**src/rtl/pin_drive_regs.sv**
```systemverilog
module pin_drive_regs #(
  parameter int PINS        = 30,
  parameter int DW          = 32,
  parameter int AW          = 4,
  parameter int SYNC_STAGES = 2
) (
  input  logic            clk,
  input  logic            rst_n,
  input  logic [AW-1:0]   addr,
  input  logic            wr_en,
  input  logic [DW-1:0]   wdata,
  output logic [DW-1:0]   rdata,
  input  logic [PINS-1:0] pin_in,
  output logic [PINS-1:0] pin_out,
  output logic [PINS-1:0] pin_oe
);

  localparam logic [AW-1:0] A_IN  = AW'(0);
  localparam logic [AW-1:0] A_OUT = AW'(1);
  localparam logic [AW-1:0] A_OE  = AW'(5);

  logic [1:0][PINS-1:0]           reg_q;
  logic [SYNC_STAGES-1:0][PINS-1:0] sync_q;
  logic [PINS-1:0]                mask;
  logic                           unused_upper;

  assign mask         = wdata[PINS-1:0];
  assign unused_upper = ^wdata[DW-1:PINS];

  for (genvar g = 0; g < 2; g++) begin : g_reg
    localparam logic [AW-1:0] BASE = AW'(1 + 4 * g);
    logic [PINS-1:0] val_q;

    always_ff @(posedge clk or negedge rst_n) begin
      if (!rst_n) val_q <= '0;
      else if (wr_en) begin
        if (addr == BASE)               val_q <= mask;
        else if (addr == BASE + AW'(1)) val_q <= val_q | mask;
        else if (addr == BASE + AW'(2)) val_q <= val_q & ~mask;
        else if (addr == BASE + AW'(3)) val_q <= val_q ^ mask;
      end
    end

    assign reg_q[g] = val_q;
  end

  always_ff @(posedge clk or negedge rst_n) begin
    if (!rst_n) sync_q <= '0;
    else begin
      sync_q[0] <= pin_in;
      for (int s = 1; s < SYNC_STAGES; s++) sync_q[s] <= sync_q[s-1];
    end
  end

  assign pin_out = reg_q[0];
  assign pin_oe  = reg_q[1];

  always_comb begin
    rdata = '0;
    case (addr)
      A_IN:    rdata[PINS-1:0] = sync_q[SYNC_STAGES-1];
      A_OUT:   rdata[PINS-1:0] = reg_q[0];
      A_OE:    rdata[PINS-1:0] = reg_q[1];
      default: rdata = '0;
    endcase
  end

endmodule

```
**config.mk**
```make
export PLATFORM = sky130hd
export DESIGN_NAME = pin_drive_regs
export DESIGN_NICKNAME = d
export VERILOG_FILES = /design/src/rtl/pin_drive_regs.sv
export SDC_FILE = /design/constraint.sdc
export NUM_CORES = 1
export LEC_CHECK = 0
export BUFFER_PORTS_ARGS = -buffer_cell sky130_fd_sc_hd__buf_2
export CORE_MARGIN = 10
export CORE_UTILIZATION = 51
export DETAILED_ROUTE_END_ITERATION = 8
export PLACE_DENSITY = 0.83
export SLEW_MARGIN = 15
export SYNTH_ARGS = -nofsm -noshare
export SYNTH_HDL_FRONTEND = slang
export SYNTH_SLANG_ARGS = --single-unit
```
**constraint.sdc**
```tcl
create_clock -name clk -period 1.1 [get_ports clk]
set_input_delay 0.11 -clock clk [delete_from_list [all_inputs] [get_ports clk]]
set_output_delay 0.11 -clock clk [all_outputs]
set_load 0.005 [all_outputs]
```
==> run summary, run 1 <==
Share of the yosys chip area belonging to registers: 37.8%
RD Place Congestion: 0.848
Warnings from Yosys: 0
Synth top area share: 37.8%
Synthesized area per cell: 9.45 µm²
Status: stopped before the end
Cell taking the most area after synthesis: dfrtp_1
HPWL after DPL: 18,700 µm
Synth cell types: 31
Clock sinks: 120
Tool error: [ERROR DPL-0038] Utilization greater than 100%, impossible to legalize
Worst endpoint, post-GRT repair: rdata[25]
Top FF cell, synth: dfrtp_1
Most frequent cells after synthesis: 120 x dfrtp_1, 120 x ha_1, 90 x inv_1, 62 x nand2_1, 58 x o21ai_0
Syn Inst Count: 840
EDFF count, synth: 0
Die width: 145 µm
Ports: 161
Port buffer count: 156
Root Driver: clkbuf_16
Post-synth ARST share: 100%
Num CTS Buffers: 17
Row count: 45
Synth top area cells: dfrtp_1 38%, ha_1 19%, inv_1 4.3%
Synthesis-stage register bit count: 120
Die H: 145 µm
Failed at: global routing (5_1_grt)
Initial core utilization: 52.2%
H-Tree Depth: 4
Synthesized cell area: 0.00794 mm²
Largest net degree at the start of global routing: 32
Worst EP kind: primary output
Clk buf depth: 2
[what timing repair did]
action / 4_1_cts
endpoints found under the setup margin: 148
hold buffers: 41
gates resized for setup: 467
endpoints found under the hold margin: 160
buffers inserted: 88
pin swaps: 98
[metrics by stage]
step	TNS [ns]	setup slack [ns]	utilization, %	std cells	area, µm²
3_5_place_dp	-31.84	-0.450	68.5	1277	10400
2_1_floorplan	-6.51	-0.127	-	841	8340
4_1_cts	-30.92	-0.463	93.1	1438	14200
3_3_place_gp	-29.38	-0.408	68.5	1277	10400
[cells by family after synthesis]
logic type | share of synthesized area (%)
flops | 37.8
buf+inv | 8.07
fa+ha+maj | 18.9
simple gates | 12.8
other cells | 0.0472
mux | 4.25
compound gates | 18.1
==> run 2: changes to the inputs <==
--- a/config.mk
+++ b/config.mk
@@ -7,9 +7,9 @@
 export LEC_CHECK = 0
 export BUFFER_PORTS_ARGS = -buffer_cell sky130_fd_sc_hd__buf_2
 export CORE_MARGIN = 10
-export CORE_UTILIZATION = 51
+export CORE_UTILIZATION = 40
 export DETAILED_ROUTE_END_ITERATION = 8
-export PLACE_DENSITY = 0.83
+export PLACE_DENSITY_LB_ADDON = 0.15
 export SLEW_MARGIN = 15
 export SYNTH_ARGS = -nofsm -noshare
 export SYNTH_HDL_FRONTEND = slang
==> constraint.sdc (replaced) <==
create_clock -name clk -period 1.43 [get_ports clk]
set_input_delay 0.143 -clock clk [delete_from_list [all_inputs] [get_ports clk]]
set_output_delay 0.143 -clock clk [all_outputs]
set_load 0.005 [all_outputs]
==> run 2 against run 1 <==
Net effect:
- the flow now finishes, with violations (setup timing)
- synthesized cell count did not move
- synthesized area did not move
==> run summary, run 2 <==
Status: finished with violations
Violated checks: setup timing
Share of the yosys chip area belonging to registers: 37.8% (unchanged)
Synth top area cells: dfrtp_1 38%, ha_1 19%, inv_1 4.3%
Kind of critical path: flip-flop to output port
Critical Path Source Type: flip-flop
DR pass1 iterations: 5
Setup Total Neg Slack: -0.148 ns
Grt total ovfl: 0
Synthesized cell area: 0.00794 mm² (unchanged)
DRC Markers: 0
Period utilization: 103%
Clock sinks: 120 (unchanged)
CTS tree: yes
CP Capture Point: rdata[11]
Crit-path max cell delay: 0.41 ns
Synth cell types: 31 (unchanged)
Final setup violation count: 5
Gr usage total: 19.8%
Diode count: 0
Most frequent cells after synthesis: 120 x dfrtp_1, 120 x ha_1, 90 x inv_1, 62 x nand2_1, 58 x o21ai_0
Critical Path RT: 1.29 ns
Antenna-violating nets left: 0
Cell taking the most area after synthesis: dfrtp_1
Max-cap violations: 0
Initial antenna violation count: 0
Total Wirelength: 26,500 µm
VDD IR max: 0.780 mV
Synth-to-layout area growth: 42.9%
DIE AREA: 0.0259 mm²
Crit path max fanout: 3
Final worst setup slack: -0.0447 ns
Reg with most FFs: sync_q
Sw Share: 35.1%
Syn Inst Count: 840 (unchanged)
Row count: 51 (+13%)
Nets: 1,283
Top FF cell, synth: dfrtp_1
Clk buf depth: 2 (unchanged)
F_max: 678 MHz
Pwr/cell area: 1360 mW/mm²
P_sw: 5.43 mW
Clock-pin transition on the worst setup and hold timing paths: 0.06 ns
Cell Chain, Critical Path: buf_6 > a22oi_2 > o21ai_1 > buf_2
Ports: 161 (unchanged)
Pint: 10.1 mW
Vias in the first global route: 7,305
R2R depth: 7
Worst reg2reg path endpoint: pin_oe[22]
Die width: 161 µm (+11%)
Top Family by Delay on Critical Path: flip-flops
Routed vias: 7,312
Commonest non-fill, non-tap cell in the layout: buf_2
Post-synth ARST share: 100% (unchanged)
Min Clock Period, post-route: 1.47 ns
Seq pwr share: 32.9%
Synthesis-stage register bit count: 120 (unchanged)
Clock power frac: 27.4%
Initial DRC Count: 408
Most frequent cells in the layout: 151 x buf_2, 111 x ha_1, 110 x dfrtp_1
Slew Viols, Final: 0
Port buffer count: 156 (unchanged)
Critical Path AT: 1.33 ns
WL per Instance: 19.3 µm
CP Depth: 4
Crit path from: pin_oe[11]
Warnings from Yosys: 0 (unchanged)
Largest net degree at the start of global routing: 45
Root Driver: clkbuf_16
H-Tree Depth: 4 (unchanged)
Leak pwr: 5.65 nW
Final core utilization: 58.1%
Synth top area share: 37.8% (unchanged)
First-pass GRT wire length: 41,200 µm
Logic pwr share: 39.7%
Setup Skew: 0.00626 ns
HPWL after DPL: 17,300 µm (-7.7%)
Share of cells above drive strength 1: 35.9%
Final hold violation count: 0
Unrepaired setup endpoints after global routing: yes
Die H: 161 µm (+11%)
Synthesized area per cell: 9.45 µm² (unchanged)
Num CTS Buffers: 17 (unchanged)
Number of flip-flops in the largest register: 60
CP bufs+invs: 2
Hold Path Class: input pin to flip-flop
Hold-critical path depth: 3
RD Place Congestion: 0.763 (-10%)
Worst setup EP type: output port
R2R Setup Slk: 0.03 ns
Worst r2r src: pin_oe[22]
CORE AREA: 0.0195 mm²
EDFF count, synth: 0 (unchanged)
Skew-Pair Late Insertion Delay: 0.42 ns
Hold_ws: 0.0177 ns
Crit-path slowest cell: dfrtp_1
Initial core utilization: 40.7% (-12 points)
Vias/cell: 5.33
## run 2: cell counts after synthesis
No cell type changed its count.
## run 2: through the flow
stage | area [µm²] | setup WS (ns) | std cells | power (mW)
final | 11300 | -0.0447 | 1372 | 15.5
after CTS | 10900 | -0.0629 | 1350 | 14.7
after global routing | 11300 | -0.0994 | 1372 | 16.5
after global placement | 9550 | -0.0974 | 1263 | 9.81
after floorplan | 7940 | 0.114 | 841 | 7.59
after detailed placement | 9550 | -0.107 | 1263 | 9.93
## run 2: how the worst min path moves through the flow
stage / start / to / slack (ns)
2_1_floorplan: rst_n / pin_oe[0] / -0.15
3_3_place_gp: rst_n / sync_q[42] / 0.04
3_5_place_dp: rst_n / sync_q[42] / 0.04
4_1_cts: wdata[29] / pin_out[29] / 0.001
5_1_grt: wdata[3] / pin_out[3] / 0.02
6_report: wdata[29] / pin_out[29] / 0.02
## run 2: cell families after synthesis
kind of cell | Yosys count | synth area share, %
DFF | 120 | 37.8
adders and majority gates | 120 | 18.9
other | 1 | 0.0472
and+or+nand+nor | 198 | 12.8
buffers and inverters | 159 | 8.07
AOI/OAI and AO/OA | 212 | 18.1
muxes | 30 | 4.25
## run 2: power groups by stage
stage / logic (mW) / clock network, mW / registers (mW)
floorplan: 2.58 / 0 / 5.01
global placement: 4.79 / 0 / 5.02
detailed placement: 4.90 / 0 / 5.03
CTS: 5.27 / 4.34 / 5.06
global route: 6.88 / 4.48 / 5.19
finish: 6.15 / 4.25 / 5.09
## run 2: layer usage
layer | wire [µm] | GRT usage (%) | vias up
met1 | 11900 | 25.4 | 3561
met2 | 12600 | 32.2 | 227
li1 | - | - | 3497
met4 | 453 | 6.00 | 0
met3 | 1520 | 4.83 | 27
met5 | 0 | 0 | -
## run 2: timing repair
action                                  CTS  global route
buffers inserted                         24            22
resized for setup                        50            92
endpoints found under the setup margin   30            54
endpoints found under the hold margin   150             0
pin swaps                                 5            36
hold buffers                             31             0
gates cloned                              6             1
## run 2: layout make-up
| class | instances | area (µm²) |
|---|---|---|
| Clock buffer | 19 | 453 |
| Clock inverter | 13 | 123 |
| Fill cell | 1736 | 8180 |
| Inverter | 90 | 345 |
| Multi-Input combinational cell | 562 | 4650 |
| Sequential cell | 120 | 3020 |
| Tap cell | 265 | 332 |
| Timing Repair Buffer | 303 | 2440 |
## run 2: worst min-delay path, delay by kind of cell
| family | cells | cell delay (ns) |
|---|---|---|
| AO/OA/AOI/OAI | 1 | 0.06 |
| buffers and inverters | 1 | 0.10 |
| AND/OR/NAND/NOR | 1 | 0.09 |
Note: power is estimated with default switching activity, not from simulation.
==> run 3: changes to the inputs <==
--- a/config.mk
+++ b/config.mk
@@ -8,6 +8,7 @@
 export BUFFER_PORTS_ARGS = -buffer_cell sky130_fd_sc_hd__buf_2
 export CORE_MARGIN = 10
 export CORE_UTILIZATION = 40
+export CTS_CLUSTER_SIZE = 10
 export DETAILED_ROUTE_END_ITERATION = 8
 export PLACE_DENSITY_LB_ADDON = 0.15
 export SLEW_MARGIN = 15
==> constraint.sdc (replaced) <==
create_clock -name clk -period 1.43 [get_ports clk]
set_input_delay 0.0715 -clock clk [delete_from_list [all_inputs] [get_ports clk]]
set_output_delay 0.0715 -clock clk [all_outputs]
set_load 0.005 [all_outputs]
==> run 3 against run 2 <==
Net effect:
- the flow now finishes without violations
- first-iteration DRC count decreased by 5.9%
- sequential share of layout area increased by 0.68 points
- register-to-register slack improved by 0.03 ns
- maximum frequency increased by 5.4%
- clock power increased by 5.2%
- total power decreased by 2.4%
- cell count decreased by 0.36%
- critical path depth unchanged
- critical path type unchanged
- critical endpoint is now rdata[16]
- largest cell class unchanged
- largest power group unchanged
==> run summary, run 3 (same netlist as run 2, synthesis figures left out) <==
Non-Filler Instances: 1,367 (-0.36%)
Commonest non-fill, non-tap cell in the layout: buf_2
Clock sinks: 120 (unchanged)
Kind of critical path: flip-flop to output port
WL per Instance: 18.3 µm (-5.3%)
Routed vias: 7,136 (-2.4%)
Most frequent cells in the layout: 152 x buf_2, 116 x ha_1, 113 x dfrtp_1
Port buffer count: 156 (unchanged)
DP Cell Count: 1,255 (-0.63%)
Die H: 161 µm (unchanged)
Vias/cell: 5.22 (-2.1%)
Pwr/cell area: 1370 mW/mm² (+0.18%)
Critical Path AT: 1.33 ns (about the same)
Setup Skew: 0.00355 ns (-0.00271 ns)
Reg with most FFs: sync_q
CTS tree: yes
Clk buf depth: 2 (unchanged)
DIE AREA: 0.0259 mm² (unchanged)
Final setup violation count: 0 (-5)
Cell Chain, Critical Path: buf_6 > a22oi_2 > o21ai_1 > buf_2
H-Tree Depth: 4 (unchanged)
Worst r2r src: pin_oe[28]
HPWL after DPL: 17,200 µm (-0.47%)
CORE AREA: 0.0195 mm² (unchanged)
Top Family by Delay on Critical Path: flip-flops
Antenna-violating nets left: 0 (unchanged)
Multi-input gate area: 0.00452 mm² (-2.7%)
Final core utilization: 56.6% (-1.5 points)
Share of cells above drive strength 1: 31.1% (-4.8 points)
Initial core utilization: 40.7% (unchanged)
DR pass1 iterations: 5 (unchanged)
Worst setup EP type: output port
Hold Path Class: input pin to asynchronous set/reset pin
RD Place Congestion: 0.760 (-0.30%)
Setup Total Neg Slack: 0 ns (+0.148 ns)
Initial DRC Count: 384 (-5.9%)
Skew-Pair Late Insertion Delay: 0.41 ns (about the same)
Unrepaired setup endpoints after global routing: yes
Nets: 1,276 (-0.55%)
Critical Path Source Type: flip-flop
Hold_ws: 0.120 ns (+0.102 ns)
Num CTS Buffers: 17 (unchanged)
Crit-path max cell delay: 0.39 ns (-0.02 ns)
VDD IR max: 0.868 mV (+11%)
Grt total ovfl: 0 (unchanged)
Gr usage total: 18.9% (-0.95 points)
Largest net degree at the start of global routing: 37 (-18%)
Crit path max fanout: 4 (+1)
Min Clock Period, post-route: 1.40 ns (-0.0750 ns)
Clock-pin transition on the worst setup and hold timing paths: 0.06 ns (about the same)
CP Depth: 4 (unchanged)
Max-cap violations: 0 (unchanged)
Status: completed
R2R depth: 6 (-1)
DRC Markers: 0 (unchanged)
Crit-path slowest cell: dfrtp_1
Total Wirelength: 25,000 µm (-5.6%)
Number of flip-flops in the largest register: 60 (unchanged)
R2R Setup Slk: 0.06 ns (+0.03 ns)
Root Driver: clkbuf_16
Final hold violation count: 0 (unchanged)
Critical Path RT: 1.36 ns (+0.07 ns)
Worst reg2reg path endpoint: pin_oe[28]
Row count: 51 (unchanged)
F_max: 714 MHz (+5.4%)
CP bufs+invs: 2 (unchanged)
Period utilization: 97.9% (-5.2 points)
Power, Total: 15.1 mW (-2.4%)
Initial antenna violation count: 2 (+2)
Vias in the first global route: 7,156 (-2.0%)
Die width: 161 µm (unchanged)
Leak pwr: 5.47 nW (-3.1%)
First-pass GRT wire length: 39,600 µm (-3.9%)
Slew Viols, Final: 0 (unchanged)
Fillers: 1,798 (+3.6%)
Synth-to-layout area growth: 39.2%
Register Area: 0.00301 mm² (-0.12%)
Ports: 161 (unchanged)
## run 3: changes by cell type in the layout (fill, tap and decap cells not counted), moves of 7 or more
cell	previous run	this run
o21ai_1	58	50
buf_4	75	55
mux2_4	12	5
dlygate4sd3_1	31	61
buf_12	21	12
o21ai_0	33	41
## run 3: final cells by class
type	count	area share, %
clock inverters	14	1.57
multi-input cells	562	40.9
repair buffers	296	20.2
diodes	2	0.0453
well taps	265	3.00
inverters	90	3.11
clock buffers	18	3.97
flip-flops and latches	120	27.3
## run 3: how the worst max path moves through the flow
stage	to	slack, ns	start
final	rdata[16]	0.03	pin_oe[16]
after global routing	pin_oe[8]	-0.04	pin_oe[8]
after CTS	rdata[16]	-0.02	pin_oe[16]
after detailed placement	pin_out[21]	-0.12	addr[2]
after global placement	rdata[7]	-0.11	addr[2]
after floorplan	pin_oe[16]	0.18	pin_oe[16]
## run 3: repair_timing
action,CTS,global route
setup endpoints to repair,20,46
hold endpoints to repair,180,0
pin swaps,0,15
cloned,0,2
setup buffers,5,12
hold buffers,61,0
gates resized for setup,8,72
## run 3: power by group
group          leakage, nW  switching, mW  internal [mW]
sequential            1.42          0.850           4.20
clock                0.289           1.67           2.80
combinational         3.76           2.62           2.97
total                 5.47           5.14           9.97
## run 3: stage by stage
| stage | area (µm²) | setup WS [ns] |
|---|---|---|
| 2_1_floorplan | 7940 | 0.184 |
| 3_3_place_gp | 9430 | -0.105 |
| 3_5_place_dp | 9430 | -0.115 |
| 4_1_cts | 10700 | -0.0198 |
| 5_1_grt | 11000 | -0.0370 |
| 6_report | 11100 | 0.0302 |
## run 3: routing by layer
metal  wire length, µm  up-vias  global-route usage, %  share of wire (%)
li1                  -     3473                      -                  -
met1             11700     3470                   24.2                 47
met2             11700      175                   30.5                 47
met3              1390       18                   5.24                5.6
met4               273        0                   5.00                1.1
met5                 0        -                      0                  0
==> run 4: changes to the inputs <==
--- a/config.mk
+++ b/config.mk
@@ -6,6 +6,7 @@
 export NUM_CORES = 1
 export LEC_CHECK = 0
 export BUFFER_PORTS_ARGS = -buffer_cell sky130_fd_sc_hd__buf_2
+export CORE_ASPECT_RATIO = 0.8
 export CORE_MARGIN = 10
 export CORE_UTILIZATION = 40
 export CTS_CLUSTER_SIZE = 10
==> run 4 against run 3 <==
Net effect:
- combinational power increased by 3%
- clock power shrank 4%
- die area is 0.14% higher
- global-route usage increased by 0.20 points
- worst hold slack improved by 0.015 ns
- total power shrank 0.71%
- design area rose by 0.17%
- count of clock-buffer cells in the layout is 3 higher
- clock skew rose by 0.0027 ns
==> run summary, run 4 (same netlist as run 2, synthesis figures left out) <==
Status: completed
Initial DRC Count: 445 (+16%)
Slew Viols, Final: 0 (unchanged)
HPWL after DPL: 16,500 µm (-4.3%)
Row count: 46 (-9.8%)
Gr usage total: 19.1% (+0.20 points)
Worst reg2reg path endpoint: pin_oe[3]
Critical Path Source Type: flip-flop
First-pass GRT wire length: 39,800 µm (+0.54%)
Register Area: 0.00301 mm² (about the same)
Vias in the first global route: 7,270 (+1.6%)
Clock sinks: 120 (unchanged)
Number of flip-flops in the largest register: 60 (unchanged)
Clk buf depth: 2 (unchanged)
Die H: 146 µm (-9.2%)
Fillers: 1,795 (-0.17%)
Final hold violation count: 0 (unchanged)
Port buffer count: 156 (unchanged)
Grt total ovfl: 0 (unchanged)
Setup Skew: 0.00625 ns (+0.00271 ns)
Critical Path RT: 1.36 ns (about the same)
Worst setup EP type: output port
Dpl cell area: 0.00949 mm² (+0.61%)
Vias/cell: 5.23 (+0.16%)
Worst r2r src: pin_oe[3]
Num CTS Buffers: 17 (unchanged)
Routed vias: 7,121 (-0.21%)
Critical Path AT: 1.33 ns (about the same)
Crit path max fanout: 3 (-1)
Initial antenna violation count: 0 (-2)
Final setup violation count: 0 (unchanged)
Kind of critical path: flip-flop to output port
Leak pwr: 5.46 nW (-0.25%)
WL per Instance: 18.3 µm (-0.11%)
R2R Setup Slk: 0.04 ns (-0.02 ns)
CTS tree: yes
Largest net degree at the start of global routing: 61 (+65%)
Multi-input gate area: 0.00455 mm² (+0.64%)
Reg with most FFs: sync_q
Min Clock Period, post-route: 1.40 ns (+0.000649 ns)
RD Place Congestion: 0.769 (+1.1%)
Nets: 1,274 (-0.16%)
F_max: 714 MHz (about the same)
H-Tree Depth: 4 (unchanged)
Final Cell Area: 0.0111 mm² (+0.17%)
Crit-path max cell delay: 0.41 ns (+0.02 ns)
R2R depth: 7 (+1)
Diode count: 0 (-2)
DRC Markers: 0 (unchanged)
Cell Chain, Critical Path: buf_6 > a22oi_2 > o21ai_1 > buf_2
Clock-pin transition on the worst setup and hold timing paths: 0.06 ns (about the same)
Initial core utilization: 40.3% (-0.33 points)
DIE AREA: 0.0259 mm² (+0.14%)
Period utilization: 97.9% (about the same)
Die width: 178 µm (+10%)
Ports: 161 (unchanged)
Total Wirelength: 24,900 µm (-0.47%)
CORE AREA: 0.0197 mm² (+0.81%)
DP Cell Count: 1,255 (unchanged)
Setup Total Neg Slack: 0 ns (unchanged)
Most frequent cells in the layout: 153 x buf_2, 116 x ha_1, 114 x dfrtp_1
Skew-Pair Late Insertion Delay: 0.42 ns (about the same)
Antenna-violating nets left: 0 (unchanged)
VDD IR max: 0.660 mV (-24%)
Crit-path slowest cell: dfrtp_1
Synth-to-layout area growth: 39.4%
Share of cells above drive strength 1: 31.3% (+0.24 points)
Max-cap violations: 0 (unchanged)
DR pass1 iterations: 5 (unchanged)
Unrepaired setup endpoints after global routing: yes
Root Driver: clkbuf_16
Hold Path Class: input pin to asynchronous set/reset pin
Non-Filler Instances: 1,362 (-0.37%)
Hold_ws: 0.135 ns (+0.0153 ns)
Commonest non-fill, non-tap cell in the layout: buf_2
Power, Total: 15.0 mW (-0.71%)
Pwr/cell area: 1350 mW/mm² (-0.88%)
run 4: cell count changes in the layout (fill, tap and decap cells not counted), moves of 3 or more:
cell     delta
buf_4       -8
a22oi_2     +8
buf_12      +4
a22oi_1     -8
o21ai_1     +4
mux2_1      +3
o21ai_0     -4
run 4: worst max-delay path by stage:
stage / endpoint / cells after the start / startpoint
2_1_floorplan: pin_oe[16] / 6 / pin_oe[16]
3_3_place_gp: rdata[16] / 8 / addr[1]
3_5_place_dp: pin_out[3] / 7 / addr[1]
4_1_cts: rdata[3] / 4 / pin_oe[3]
5_1_grt: pin_oe[13] / 7 / pin_oe[13]
6_report: rdata[20] / 4 / pin_oe[20]
run 4: metrics by stage:
step                util [%]  setup slack (ns)
global placement        48.2           -0.0284
floorplan                  -             0.184
detailed placement      48.2           -0.0545
finish                  56.2            0.0296
CTS                     54.6           0.00269
global route            56.2           -0.0396
run 4: report_power, final:
part,switching (mW),internal (mW)
Clock,1.61,2.65
Sequential,0.805,4.20
Combinational,2.71,3.02
run 4: cell type report:
cell class,instances,area share [%]
tap,264,2.98
clock buffer,21,4.16
sequential,120,27.2
multi-input combinational,562,41.1
inverter,90,3.07
timing repair buffer,294,20.4
clock inverter,11,1.12
run 4: what timing repair did:
item,CTS,global route
gates cloned,0,1
pin swaps,0,16
resized for setup,12,81
endpoints found under the setup margin,14,40
hold endpoints to repair,180,0
hold buffers,61,0
buffers inserted,5,11
run 4: critical path, delay by kind of cell (launching register included):
family                 cells  cell delay [ns]
buffers and inverters      2             0.28
flip-flops                 1             0.41
AO/OA/AOI/OAI              2             0.23
run 4: routing by layer:
layer | vias up | track usage, % | share of wire [%]
met3 | 13 | 4.85 | 5.8
met5 | - | 0 | 0
met1 | 3465 | 24.7 | 47
li1 | 3469 | - | -
met4 | 0 | 4.16 | 0.75
met2 | 174 | 31.2 | 47
